$ cat src/rtl/sort_pkg.sv
`timescale 1ns/1ps
package sort_pkg;
  typedef enum logic [1:0] {
    CLS_A    = 2'd0,
    CLS_B    = 2'd1,
    CLS_BDEF = 2'd2,
    CLS_UNK  = 2'd3
  } cls_e;

  typedef enum logic [1:0] {
    ZN_PASS = 2'd0,
    ZN_FIX  = 2'd1,
    ZN_BAD  = 2'd2
  } zone_e;

  typedef enum logic [3:0] {
    ST_IDLE, ST_ACQ, ST_CLASS, ST_WAIT1, ST_PUSH1, ST_SEEK2,
    ST_WAIT2, ST_PUSH2, ST_WAIT3, ST_ORIENT, ST_HALT
  } st_e;
endpackage

$ cat src/rtl/edge_rise.sv
`timescale 1ns/1ps
// Rising-edge detector for a group of sensor lines.
module edge_rise #(
  parameter int N = 2
) (
  input  logic         clk,
  input  logic         rst,
  input  logic [N-1:0] din,
  output logic [N-1:0] rise
);
  logic [N-1:0] prev;

  always_ff @(posedge clk) begin
    if (rst) prev <= '0;
    else     prev <= din;
  end

  assign rise = din & ~prev;
endmodule

$ cat src/rtl/angle_window.sv
`timescale 1ns/1ps
// Sorts a signed angle into pass / correct / reject by its magnitude.
module angle_window
  import sort_pkg::*;
#(
  parameter int ANG_W = 12
) (
  input  logic signed [ANG_W-1:0] ang,
  input  logic        [ANG_W-1:0] lim_lo,
  input  logic        [ANG_W-1:0] lim_hi,
  output zone_e                   zone
);
  logic [ANG_W-1:0] raw;
  logic [ANG_W-1:0] mag;

  assign raw = ang;
  // The most negative value maps to 2**(ANG_W-1), which still fits unsigned.
  assign mag = raw[ANG_W-1] ? (~raw + {{(ANG_W-1){1'b0}}, 1'b1}) : raw;

  always_comb begin
    if (mag > lim_hi)      zone = ZN_BAD;   // reject test wins
    else if (mag < lim_lo) zone = ZN_PASS;
    else                   zone = ZN_FIX;
  end
endmodule

$ cat src/rtl/cycle_timer.sv
`timescale 1ns/1ps
// Shared down-counter: a load of V makes a window of max(V,1) cycles.
module cycle_timer #(
  parameter int W = 16
) (
  input  logic         clk,
  input  logic         rst,
  input  logic         load,
  input  logic [W-1:0] load_val,
  output logic         expired
);
  logic [W-1:0] cnt;

  always_ff @(posedge clk) begin
    if (rst)
      cnt <= '0;
    else if (load)
      cnt <= (load_val == '0) ? '0 : load_val - W'(1);
    else if (cnt != '0)
      cnt <= cnt - W'(1);
  end

  assign expired = (cnt == '0);
endmodule

$ cat src/rtl/sort_station_ctrl.sv
`timescale 1ns/1ps
module sort_station_ctrl
  import sort_pkg::*;
#(
  parameter int CNT_W = 16,
  parameter int ANG_W = 12
) (
  input  logic                    clk,
  input  logic                    rst,
  input  logic                    entry_seen,
  input  logic                    divert_seen,
  input  logic                    press_ok,
  input  logic                    cls_valid,
  input  logic [1:0]              cls_code,
  input  logic signed [ANG_W-1:0] angle,
  input  logic [ANG_W-1:0]        ang_lo,
  input  logic [ANG_W-1:0]        ang_hi,
  input  logic [CNT_W-1:0]        dly_push1,
  input  logic [CNT_W-1:0]        dly_push2,
  input  logic [CNT_W-1:0]        dly_orient,
  input  logic [CNT_W-1:0]        pulse_len,
  input  logic [CNT_W-1:0]        orient_limit,
  input  logic                    err_clr,
  output logic                    push1,
  output logic                    push2,
  output logic                    orient_on,
  output logic                    acq_strobe,
  output logic                    err_stop
);
  localparam int SENS_N = 2;

  logic [SENS_N-1:0] rise_v;
  logic              entry_rise;
  logic              divert_rise;
  zone_e             zone;
  cls_e              cls;
  logic              tmr_load;
  logic [CNT_W-1:0]  tmr_val;
  logic              tmr_done;
  st_e               st, nxt;
  logic              def_q, def_n;

  edge_rise #(.N(SENS_N)) u_edge (
    .clk  (clk),
    .rst  (rst),
    .din  ({divert_seen, entry_seen}),
    .rise (rise_v)
  );
  assign entry_rise  = rise_v[0];
  assign divert_rise = rise_v[1];

  angle_window #(.ANG_W(ANG_W)) u_win (
    .ang    (angle),
    .lim_lo (ang_lo),
    .lim_hi (ang_hi),
    .zone   (zone)
  );

  cycle_timer #(.W(CNT_W)) u_tmr (
    .clk      (clk),
    .rst      (rst),
    .load     (tmr_load),
    .load_val (tmr_val),
    .expired  (tmr_done)
  );

  assign cls = cls_e'(cls_code);

  always_comb begin
    nxt      = st;
    tmr_load = 1'b0;
    tmr_val  = '0;
    def_n    = def_q;
    case (st)
      ST_IDLE:  if (entry_rise) nxt = ST_ACQ;
      ST_ACQ:   nxt = ST_CLASS;
      ST_CLASS: begin
        if (cls_valid) begin
          if (cls == CLS_A) begin
            case (zone)
              ZN_BAD:  nxt = ST_HALT;
              ZN_PASS: nxt = ST_IDLE;
              default: begin
                nxt      = ST_WAIT3;
                tmr_load = 1'b1;
                tmr_val  = dly_orient;
              end
            endcase
          end else begin
            nxt      = ST_WAIT1;
            tmr_load = 1'b1;
            tmr_val  = dly_push1;
            def_n    = (cls == CLS_BDEF);
          end
        end
      end
      ST_WAIT1: if (tmr_done) begin
        nxt = ST_PUSH1; tmr_load = 1'b1; tmr_val = pulse_len;
      end
      ST_PUSH1: if (tmr_done) nxt = def_q ? ST_SEEK2 : ST_IDLE;
      ST_SEEK2: if (divert_rise) begin
        nxt = ST_WAIT2; tmr_load = 1'b1; tmr_val = dly_push2;
      end
      ST_WAIT2: if (tmr_done) begin
        nxt = ST_PUSH2; tmr_load = 1'b1; tmr_val = pulse_len;
      end
      ST_PUSH2: if (tmr_done) nxt = ST_IDLE;
      ST_WAIT3: if (tmr_done) begin
        nxt = ST_ORIENT; tmr_load = 1'b1; tmr_val = orient_limit;
      end
      ST_ORIENT: begin
        if (press_ok)      nxt = ST_IDLE;
        else if (tmr_done) nxt = ST_HALT;
      end
      ST_HALT:  if (err_clr) nxt = ST_IDLE;
      default:  nxt = ST_IDLE;
    endcase
  end

  always_ff @(posedge clk) begin
    if (rst) begin
      st         <= ST_IDLE;
      def_q      <= 1'b0;
      push1      <= 1'b0;
      push2      <= 1'b0;
      orient_on  <= 1'b0;
      acq_strobe <= 1'b0;
      err_stop   <= 1'b0;
    end else begin
      st         <= nxt;
      def_q      <= def_n;
      push1      <= (nxt == ST_PUSH1);
      push2      <= (nxt == ST_PUSH2);
      orient_on  <= (nxt == ST_ORIENT);
      acq_strobe <= (nxt == ST_ACQ);
      err_stop   <= (nxt == ST_HALT);
    end
  end
endmodule

$ cat config.mk
export PLATFORM = sky130hd
export DESIGN_NAME = sort_station_ctrl
export DESIGN_NICKNAME = d
export VERILOG_FILES = /design/src/rtl/sort_pkg.sv /design/src/rtl/edge_rise.sv /design/src/rtl/angle_window.sv /design/src/rtl/cycle_timer.sv /design/src/rtl/sort_station_ctrl.sv
export SDC_FILE = /design/constraint.sdc
export NUM_CORES = 1
export LEC_CHECK = 0
export BUFFER_PORTS_ARGS = -buffer_cell sky130_fd_sc_hd__buf_2
export CAP_MARGIN = 20
export CELL_PAD_IN_SITES_DETAIL_PLACEMENT = 0
export CELL_PAD_IN_SITES_GLOBAL_PLACEMENT = 2
export CORE_ASPECT_RATIO = 0.9
export CORE_MARGIN = 2
export CORE_UTILIZATION = 24
export CTS_CLUSTER_DIAMETER = 200
export CTS_CLUSTER_SIZE = 16
export DETAILED_ROUTE_END_ITERATION = 10
export MAX_ROUTING_LAYER = met4
export PLACE_DENSITY_LB_ADDON = 0.1
export SYNTH_ARGS = -nofsm -noshare
export SYNTH_HDL_FRONTEND = slang
export SYNTH_HIERARCHICAL = 1
export SYNTH_SLANG_ARGS = --single-unit
$ cat constraint.sdc
create_clock -name clk -period 4.87 [get_ports clk]
set_clock_uncertainty 0.1 [all_clocks]
set_input_delay 0.974 -clock clk [delete_from_list [all_inputs] [get_ports clk]]
set_output_delay 0.974 -clock clk [all_outputs]
set_load 0.02 [all_outputs]
==> results.tsv, run 1 <==
stage	metric	value	unit
route	drc violations	0	
route	WL final	11.7	mm
synthesis	Yosys cell types	67	
clock_tree	CTS hold repair buffers	0	
synthesis	FF+latch count, synth	28	
synthesis	number of flops mapped to enable cells by yosys	0	
cells_and_area	area delta synth->final	48.7	%
pwr	P_leak	0.00224	uW
pwr	Psw	590	uW
global_route	largest net degree at the start of global routing	27	
route	WL/cell	15.3	microns
global_route	vias in the first global route	3776	
route	Post-DRT Antenna Nets	0	
pwr	Sw Ratio	41.5	%
global_route	Total GRT Usage	16.4	%
cells_and_area	Final nets	749	
timing	Slew Limit Fails	0	
worst_setup_path	CP Class	in2reg	
placed_design	HPWL after detailed placement	9.98	mm
clock_tree	Inserted Clock Buffers	3	
timing	Hold Violations, Final	0	
clock_tree	CTS clk-pin slew, worst paths	70	ps
outcome	status	complete, no violations	
timing	RSZ-0062 raised after global routing	yes	
global_route	antenna violations before repair	0	
clock_tree	CTS tree	built	
worst_setup_path	CP Buf/Inv Count	3	
floorplanning	die area	14500	sq um
timing	fmax	209	MHz
worst_setup_path	Crit path largest cell delay	560	ps
worst_setup_path	crit-path cells	buf_12 -> nor3_4 -> nand2_1 -> or3_4 -> o31ai_4 -> xnor2_2 -> ha_1 -> a21oi_2 -> o21a_1 -> a21oi_2 -> o21a_1 -> a31oi_4 -> buf_6 -> nand3_2 -> a21oi_2 -> a221o_1 -> or4_4 -> nor4_4 -> nand2_2 -> nand2b_1 -> buf_6 -> o22ai_2	
pwr	Comb power frac	59.2	%
pwr	P_int	831	uW
synthesis	Mapped Area	3250	sq um
global_route	grt total ovfl	0	
cells_and_area	Multi-input gate area	2720	sq um
clock_tree	htree depth	1	
floorplanning	core box area	13300	sq um
pwr	VDD IR max	0.000172	V
worst_setup_path	critical path's most frequent cell	a21oi_2	
floorplanning	Die H	114	microns
cells_and_area	layout cell share with drive strength beyond 1	42.4	%
cells_and_area	Final Instance Area	4830	sq um
synthesis	Top FF cell, synth	dfxtp_1	
pwr	sequential power share	23.6	%
timing	fin crit period	4780	ps
synthesis	ys async rst share	0	%
timing	period utilization	98.2	%
worst_setup_path	CP max stage cell	or4_4	
placed_design	Placer Congestion	0.796	
worst_setup_path	Worst EP arrival	4830	ps
floorplanning	num rows	40	
clock_tree	root buf cell	clkbuf_16	
synthesis	sequential area share after synthesis	17.3	%
worst_setup_path	Worst path top cell family by delay	simple AND/OR/NAND/NOR gates	
floorplanning	io pins	130	
synthesis	Avg Cell Area, Syn	7.57	sq um
route	DRT iter0 DRCs	171	
clock_tree	# clock sinks	28	
synthesis	Synth warnings	6	
timing	hold_ws	442	ps
synthesis	syn nets	581	
route	vias post-DR	3703	
worst_hold_path	Hold Path Class	reg2reg	
pwr	Clk network pwr share	17.2	%
placed_design	pre-CTS setup slack	-514	ps
placed_design	# port buffers	129	
floorplanning	Die X	127	microns
worst_setup_path	crit path max fanout	8	
worst_setup_path	crit path capture type	register	
timing	post-route setup slack	89.5	ps
job	max-cap violations	0	
synthesis	Cells after Synth	429	
worst_setup_path	CP startpoint kind	primary input	
cells_and_area	n_diodes	0	
timing	# setup viols final	0	
clock_tree	CTS max path bufs	2	
cells_and_area	register area	561	sq um
cells_and_area	Filler cells	1402	
timing	max_slew headroom	35.6	%
timing	Tightest Pin Transition	962	ps
placed_design	area post-placement	4450	sq um
worst_setup_path	WP data required	4920	ps
cells_and_area	Core Util, Final	36.4	%
pwr	pwr/cell area	294	nW/um^2
route	TritonRoute pass-1 iters	4	
floorplanning	initial cell density of the core	24.5	%
route	vias per cell	4.85	
global_route	global-route wire length before repair	18.8	mm
clock_tree	Worst-Skew Late Latency	270	ps
==> per-stage QoR <==
stage,setup TNS (ps),instances,power [uW]
6_report,0,764,1420
4_1_cts,0,761,1380
3_3_place_gp,-6590,755,1130
2_1_floorplan,-2270,429,880
5_1_grt,-1110,764,1530
3_5_place_dp,-7700,755,1120
==> power groups by stage <==
stage                     clock, uW  sequential (uW)  combinational (uW)
after floorplan                   0              325                 555
after global placement            0              339                 787
after detailed placement          0              340                 780
after CTS                       250              335                 796
after global routing            258              343                 933
final                           244              335                 841
==> worst paths after layout <==
kind                               start       endpoint  slack, ps  cells past startpoint
worst min-delay path               def_q          def_q        440                      2
worst max register to register     st[1]  u_tmr/cnt[11]       1500                     10
worst min register to register     def_q          def_q        440                      2
worst max-delay path            angle[1]  u_tmr/cnt[11]         90                     22
==> cell families (layout without fill, tap and decap cells) <==
family                   after synthesis  count (layout)  synth area share, %
flip-flops                            28              28                 17.3
AO/OA/AOI/OAI                        118             118                 26.8
XOR/XNOR                              30              30                 8.09
multiplexers                           4               4                 1.27
buffers and inverters                 54             221                 6.74
adder cells (fa/ha/maj)               27              27                 10.4
AND/OR/NAND/NOR                      168             168                 29.4
==> cell type report <==
class	count	area share, %
Tap cell	168	4.35
Timing Repair Buffer	183	22.6
Multi-Input combinational cell	347	56.2
Sequential cell	28	11.6
Inverter	34	3.05
Clock buffer	3	1.55
Clock inverter	1	0.621
==> sequential cells by signal, indices dropped and copies added, names as in the netlist <==
signal / flops
u_tmr/cnt: 16
st: 4
u_edge/prev: 2
acq_strobe: 1
def_q: 1
err_stop: 1
orient_on: 1
push1: 1
push2: 1
==> synth_stat cells (7+ instances only) <==
master	instances	area [sq um]
nand2b_1	7	43.8
nor2b_1	8	50.1
ha_1	27	338
nand3_1	21	105
nor3_1	9	45.0
inv_1	33	124
nor2_1	35	131
nand2_1	35	131
xnor2_1	19	166
buf_2	7	35.0
a221o_1	16	160
dfxtp_1	28	561
a21oi_1	35	175
xor2_1	11	96.3
clkbuf_1	10	37.5
a22o_1	16	140
o22ai_1	9	56.3
==> cells in the final DEF (no fill, tap or decap), types with 8 or more instances in the layout <==
cell / netlist / final
buf_2: 7 / 126
buf_4: 0 / 50
nand2_1: 35 / 34
nor2_1: 35 / 34
inv_1: 33 / 31
a21oi_1: 35 / 29
dfxtp_1: 28 / 28
ha_1: 27 / 25
nand3_1: 21 / 17
a22o_1: 16 / 16
a221o_1: 16 / 16
xnor2_1: 19 / 15
xor2_1: 11 / 10
o22ai_2: 2 / 9
nor2b_1: 8 / 8
nor3_1: 9 / 8
==> worst register-to-register path, delay by kind of cell (launching register included) <==
family                 cells  cell delay (ps)
and+or+nand+nor            6             1760
buffers and inverters      1              150
DFF                        1              460
AOI/OAI and AO/OA          3              790
==> routing by layer <==
layer	track usage [%]	vias up	part of all wire, %
met5	-	-	0
met4	3.08	0	0.80
met3	2.06	4	4.1
met2	27.0	80	46
met1	21.9	1705	49
li1	-	1914	-
==> what timing repair did <==
item	CTS	global route
setup buffers	2	3
resized for setup	9	40
setup endpoints to repair	16	16
pin swaps	8	11
Note: power is estimated with default switching activity, not from simulation.
==> run 2: changes to the inputs <==
RECOVER_POWER = 25   (was unset)
==> results.tsv, run 2 (synthesis gave the netlist of run 1 again) <==
stage	metric	value	unit	change
pwr	pwr/cell area	294	nW/um^2	about the same
cells_and_area	Largest Register	u_tmr/cnt		unchanged
floorplanning	die area	14500	sq um	unchanged
clock_tree	CTS hold repair buffers	0		unchanged
global_route	vias in the first global route	3776		unchanged
route	TritonRoute pass-1 iters	4		unchanged
global_route	grt total ovfl	0		unchanged
floorplanning	Die H	114	microns	unchanged
route	Post-DRT Antenna Nets	0		unchanged
global_route	Total GRT Usage	16.4	%	unchanged
global_route	global-route wire length before repair	18.8	mm	unchanged
placed_design	pre-CTS setup slack	-514	ps	unchanged
cells_and_area	n_diodes	0		unchanged
clock_tree	Inserted Clock Buffers	3		unchanged
job	max-cap violations	0		unchanged
cells_and_area	layout cell share with drive strength beyond 1	42.1	%	was 42.4%
global_route	antenna violations before repair	0		unchanged
floorplanning	initial cell density of the core	24.5	%	unchanged
pwr	VDD IR max	0.000172	V	about the same
timing	setup_tns	0	ps	unchanged
clock_tree	root buf cell	clkbuf_16		unchanged
cells_and_area	most frequent cells in the layout	buf_2, buf_4, nand2_1, nor2_1, inv_1		unchanged
pwr	P_leak	0.00224	uW	about the same
route	vias post-DR	3703		unchanged
cells_and_area	Filler cells	1404		was 1402
route	drc violations	0		unchanged
timing	max_slew headroom	35.6	%	unchanged
worst_setup_path	origin of the critical flop-to-flop path	st[1]		unchanged
cells_and_area	max reg flops	16		unchanged
timing	Slew Limit Fails	0		unchanged
placed_design	# port buffers	129		unchanged
worst_hold_path	Hold Path Class	reg2reg		unchanged
placed_design	HPWL after detailed placement	9.98	mm	unchanged
cells_and_area	most common cell after layout, fill and taps aside	buf_2		unchanged
timing	fin crit period	4780	ps	unchanged
floorplanning	Die X	127	microns	unchanged
clock_tree	htree depth	1		unchanged
route	WL/cell	15.3	microns	unchanged
cells_and_area	area delta synth->final	48.7	%	about the same
route	WL final	11.7	mm	unchanged
timing	hold_ws	442	ps	about the same
timing	period utilization	98.2	%	unchanged
global_route	largest net degree at the start of global routing	27		unchanged
clock_tree	CTS clk-pin slew, worst paths	70	ps	about the same
timing	Hold Violations, Final	0		unchanged
worst_setup_path	WP data required	4920	ps	about the same
timing	# setup viols final	0		unchanged
floorplanning	num rows	40		unchanged
clock_tree	# clock sinks	28		unchanged
timing	RSZ-0062 raised after global routing	yes		unchanged
cells_and_area	Final nets	749		unchanged
timing	post-route setup slack	89.5	ps	unchanged
clock_tree	CTS tree	built		unchanged
worst_setup_path	CP startpoint kind	primary input		unchanged
worst_setup_path	CP Class	in2reg		unchanged
floorplanning	core box area	13300	sq um	unchanged
route	vias per cell	4.85		unchanged
cells_and_area	biggest regs	u_tmr/cnt (16), st (4), u_edge/prev (2)		unchanged
worst_setup_path	critical path startpoint	angle[1]		unchanged
placed_design	Placer Congestion	0.796		unchanged
clock_tree	CTS max path bufs	2		unchanged
timing	Tightest Pin Transition	962	ps	about the same
timing	fmax	209	MHz	unchanged
route	DRT iter0 DRCs	171		unchanged
worst_setup_path	crit path capture type	register		unchanged
worst_setup_path	Worst EP arrival	4830	ps	about the same
outcome	status	complete, no violations		unchanged
clock_tree	Worst-Skew Late Latency	270	ps	about the same
worst_hold_path	hold_sp	def_q		unchanged
floorplanning	io pins	130		unchanged
worst_setup_path	crit path max fanout	8		unchanged
[run 2: changes by cell type in the layout (fill, tap and decap cells not counted)]
| cell | delta |
|---|---|
| buf_2 | -2 |
| clkbuf_1 | +2 |
[run 2: final timing paths]
path | cells after the start | end | slack [ps]
worst max-delay path | 22 | u_tmr/cnt[11] | 90
worst min-delay path | 2 | def_q | 440
worst max register to register | 10 | u_tmr/cnt[11] | 1490
worst min register to register | 2 | def_q | 440
[run 2: metal layers]
metal  vias to the layer above  wire [microns]  GRT usage (%)
met5                         -               0              -
met1                      1705            5700           21.9
met3                         4             477           2.06
met2                        80            5450           27.0
met4                         0              94           3.08
li1                       1914               -              -
[run 2: area by class of cell]
cell class | count | area (sq um) | area share (%)
inverter | 34 | 148 | 3.06
clock inverter | 1 | 30.0 | 0.622
clock buffer | 3 | 75.1 | 1.55
tap | 168 | 210 | 4.35
timing repair buffer | 183 | 1090 | 22.6
sequential | 28 | 561 | 11.6
multi-input combinational | 347 | 2720 | 56.2
[run 2: timing repair]
action,4_1_cts,5_1_grt
pin swaps,8,11
resized for setup,9,40
endpoints found under the setup margin,16,16
hold endpoints to repair,0,0
setup buffers,2,3
[run 2: stage by stage]
stage                     util (%)  std cells  total power (uW)  instance area [sq um]
after global placement        33.5        755              1130                   4450
after CTS                     34.8        761              1380                   4620
final                         36.4        764              1420                   4830
after detailed placement      33.5        755              1120                   4450
after global routing          36.4        764              1530                   4830
after floorplan                  -        429               880                   3330
[run 2: report_power, final]
| group | switching (uW) | internal (uW) | total (uW) |
|---|---|---|---|
| clock network | 80.2 | 164 | 244 |
| logic | 456 | 384 | 841 |
| registers | 53.1 | 282 | 335 |
| total | 589 | 831 | 1420 |
[run 2: worst max-delay path, cell delays in order]
cell and delay, ps:
buf_12 120, nor3_4 150, nand2_1 90, or3_4 370, o31ai_4 220, xnor2_2 100
ha_1 310, a21oi_2 60, o21a_1 200, a21oi_2 120, o21a_1 200, a31oi_4 90
buf_6 180, nand3_2 60, a21oi_2 50, a221o_1 290, or4_4 560, nor4_4 240
nand2_2 100, nand2b_1 90, buf_6 150, o22ai_2 90
==> run 3: changes to the inputs <==
CORE_UTILIZATION = 27   (was 24)
clock period = 5.2 ns   (was 4.87 ns; I/O delays follow)
==> results.tsv, run 3 (synthesis gave the netlist of run 1 again) <==
stage	metric	value	unit	change
outcome	status	complete, no violations		unchanged
worst_setup_path	CP startpoint kind	primary input		unchanged
timing	period utilization	97.3	%	
global_route	grt total ovfl	0		unchanged
placed_design	area post-placement	4260	sq um	was 4450 sq um
worst_setup_path	CP Buf/Inv Count	4		was 3
job	max-cap violations	0		unchanged
floorplanning	core box area	11600	sq um	was 13300 sq um
route	drc violations	0		unchanged
clock_tree	Inserted Clock Buffers	3		unchanged
cells_and_area	max reg flops	16		unchanged
worst_setup_path	Crit path largest cell delay	560	ps	about the same
worst_setup_path	Worst path top cell family by delay	simple AND/OR/NAND/NOR gates		unchanged
worst_setup_path	CP max stage cell	or4_4		unchanged
timing	max_slew headroom	31.8	%	was 35.6%
worst_setup_path	crit path max fanout	6		was 8
placed_design	HPWL after detailed placement	9.27	mm	was 9.98 mm
floorplanning	Die X	120	microns	was 127 microns
timing	# setup viols final	0		unchanged
route	DRT iter0 DRCs	147		was 171
clock_tree	root buf cell	clkbuf_16		unchanged
global_route	vias in the first global route	3686		was 3776
floorplanning	Die H	108	microns	was 114 microns
cells_and_area	Final Instance Area	4550	sq um	was 4830 sq um
clock_tree	CTS tree	built		unchanged
floorplanning	die area	12900	sq um	was 14500 sq um
placed_design	Placer Congestion	0.809		was 0.796
cells_and_area	Final nets	733		was 749
cells_and_area	area delta synth->final	40.1	%	was 48.7%
placed_design	# port buffers	129		unchanged
worst_setup_path	Worst EP arrival	5130	ps	was 4830 ps
timing	setup_tns	0	ps	unchanged
worst_hold_path	Hold Path Class	reg2reg		unchanged
route	TritonRoute pass-1 iters	4		unchanged
cells_and_area	Largest Register	u_tmr/cnt		unchanged
timing	Hold Violations, Final	0		unchanged
clock_tree	Worst-Skew Late Latency	270	ps	about the same
clock_tree	# clock sinks	28		unchanged
cells_and_area	Filler cells	1264		was 1404
clock_tree	CTS max path bufs	2		unchanged
global_route	global-route wire length before repair	18.5	mm	was 18.8 mm
worst_setup_path	crit path capture type	register		unchanged
pwr	VDD IR max	0.000118	V	was 0.000172 V
floorplanning	num rows	37		was 40
timing	post-route setup slack	138	ps	was 89.5 ps
route	WL/cell	15.3	microns	about the same
cells_and_area	Multi-input gate area	2620	sq um	was 2720 sq um
timing	hold_ws	433	ps	was 442 ps
timing	fmax	198	MHz	
timing	Slew Limit Fails	0		unchanged
timing	fin crit period	5060	ps	
placed_design	pre-CTS setup slack	-328	ps	was -514 ps
cells_and_area	layout cell share with drive strength beyond 1	37.2	%	was 42.1%
route	WL final	11.3	mm	was 11.7 mm
floorplanning	initial cell density of the core	28.1	%	was 24.5%
timing	Tightest Pin Transition	1020	ps	was 962 ps
cells_and_area	most common cell after layout, fill and taps aside	buf_2		unchanged
cells_and_area	most frequent cells in the layout	buf_2, nand2_1, nor2_1, buf_4		was buf_2, buf_4, nand2_1, nor2_1, inv_1
pwr	P_leak	0.00208	uW	was 0.00224 uW
global_route	antenna violations before repair	2		was 0
pwr	pwr/cell area	283	nW/um^2	was 294 nW/um^2
route	Post-DRT Antenna Nets	0		unchanged
global_route	largest net degree at the start of global routing	27		unchanged
worst_setup_path	WP data required	5260	ps	was 4920 ps
clock_tree	CTS hold repair buffers	0		unchanged
cells_and_area	register area	561	sq um	unchanged
worst_setup_path	CP Class	in2reg		unchanged
global_route	Total GRT Usage	17.9	%	was 16.4%
cells_and_area	biggest regs	u_tmr/cnt (16), st (4), u_edge/prev (2)		unchanged
clock_tree	CTS clk-pin slew, worst paths	80	ps	was 70 ps
clock_tree	htree depth	1		unchanged
route	vias per cell	4.97		was 4.85
cells_and_area	Core Util, Final	39.3	%	was 36.4%
worst_setup_path	crit-path cells	buf_6 -> inv_4 -> ha_4 -> nand2_2 -> or3_4 -> o31ai_4 -> xnor2_2 -> ha_1 -> nand2_1 -> o21a_1 -> a21oi_1 -> o21a_1 -> a31oi_4 -> buf_6 -> nand3_2 -> a21oi_2 -> a221o_1 -> or4_4 -> nor4_4 -> nand2_2 -> buf_6 -> a31oi_4 -> nor2_1		was buf_12 -> nor3_4 -> nand2_1 -> or3_4 -> o31ai_4 -> xnor2_2 -> ha_1 -> a21oi_2 -> o21a_1 -> a21oi_2 -> o21a_1 -> a31oi_4 -> buf_6 -> nand3_2 -> a21oi_2 -> a221o_1 -> or4_4 -> nor4_4 -> nand2_2 -> nand2b_1 -> buf_6 -> o22ai_2
route	vias post-DR	3669		was 3703
worst_setup_path	critical path's most frequent cell	buf_6		was a21oi_2
floorplanning	io pins	130		unchanged
[run 3: tightest hold or removal path: cells and delay by family, from the launching register on]
kind,cells,cell delay [ps]
AO/OA/AOI/OAI,2,160
flip-flops,1,320
[run 3: layer usage]
metal  wire, microns  up-vias  global-route usage, %
li1                -     1886                      -
met1            5760     1665                   25.2
met2            5000      118                   28.4
met3             516        0                   1.37
met4               0        0                   3.03
met5               0        -                      -
[run 3: path summary, 6_finish.rpt]
kind / endpoint / cells after the start / from / slack, ps
worst max-delay path: u_tmr/cnt[2] / 23 / angle[1] / 140
worst min-delay path: def_q / 2 / def_q / 430
worst max register to register: u_tmr/cnt[6] / 12 / st[1] / 1660
worst min register to register: def_q / 2 / def_q / 430
[run 3: repair_timing]
action,4_1_cts,5_1_grt
setup buffers,0,2
pin swaps,0,21
cloned,0,2
gates resized for setup,1,38
setup endpoints to repair,8,16
[run 3: where the power goes]
| group | leakage, uW | internal (uW) | total (uW) | switching, uW |
|---|---|---|---|---|
| Combinational | 0.00180 | 337 | 746 | 408 |
| Clock | 0.0000511 | 153 | 230 | 76.8 |
| Sequential | 0.000229 | 264 | 314 | 49.5 |
[run 3: layout make-up]
cell class	count	area share [%]
repair buffers	166	20.6
multi-input cells	348	57.5
flip-flops and latches	28	12.3
clock buffers	3	1.65
clock inverters	1	0.660
well taps	156	4.29
inverters	34	2.91
diodes	2	0.110
[run 3: metrics by stage]
stage,std cells,power [uW]
global route,738,1400
finish,738,1290
CTS,732,1260
detailed placement,728,1020
global placement,728,1020
floorplan,429,817
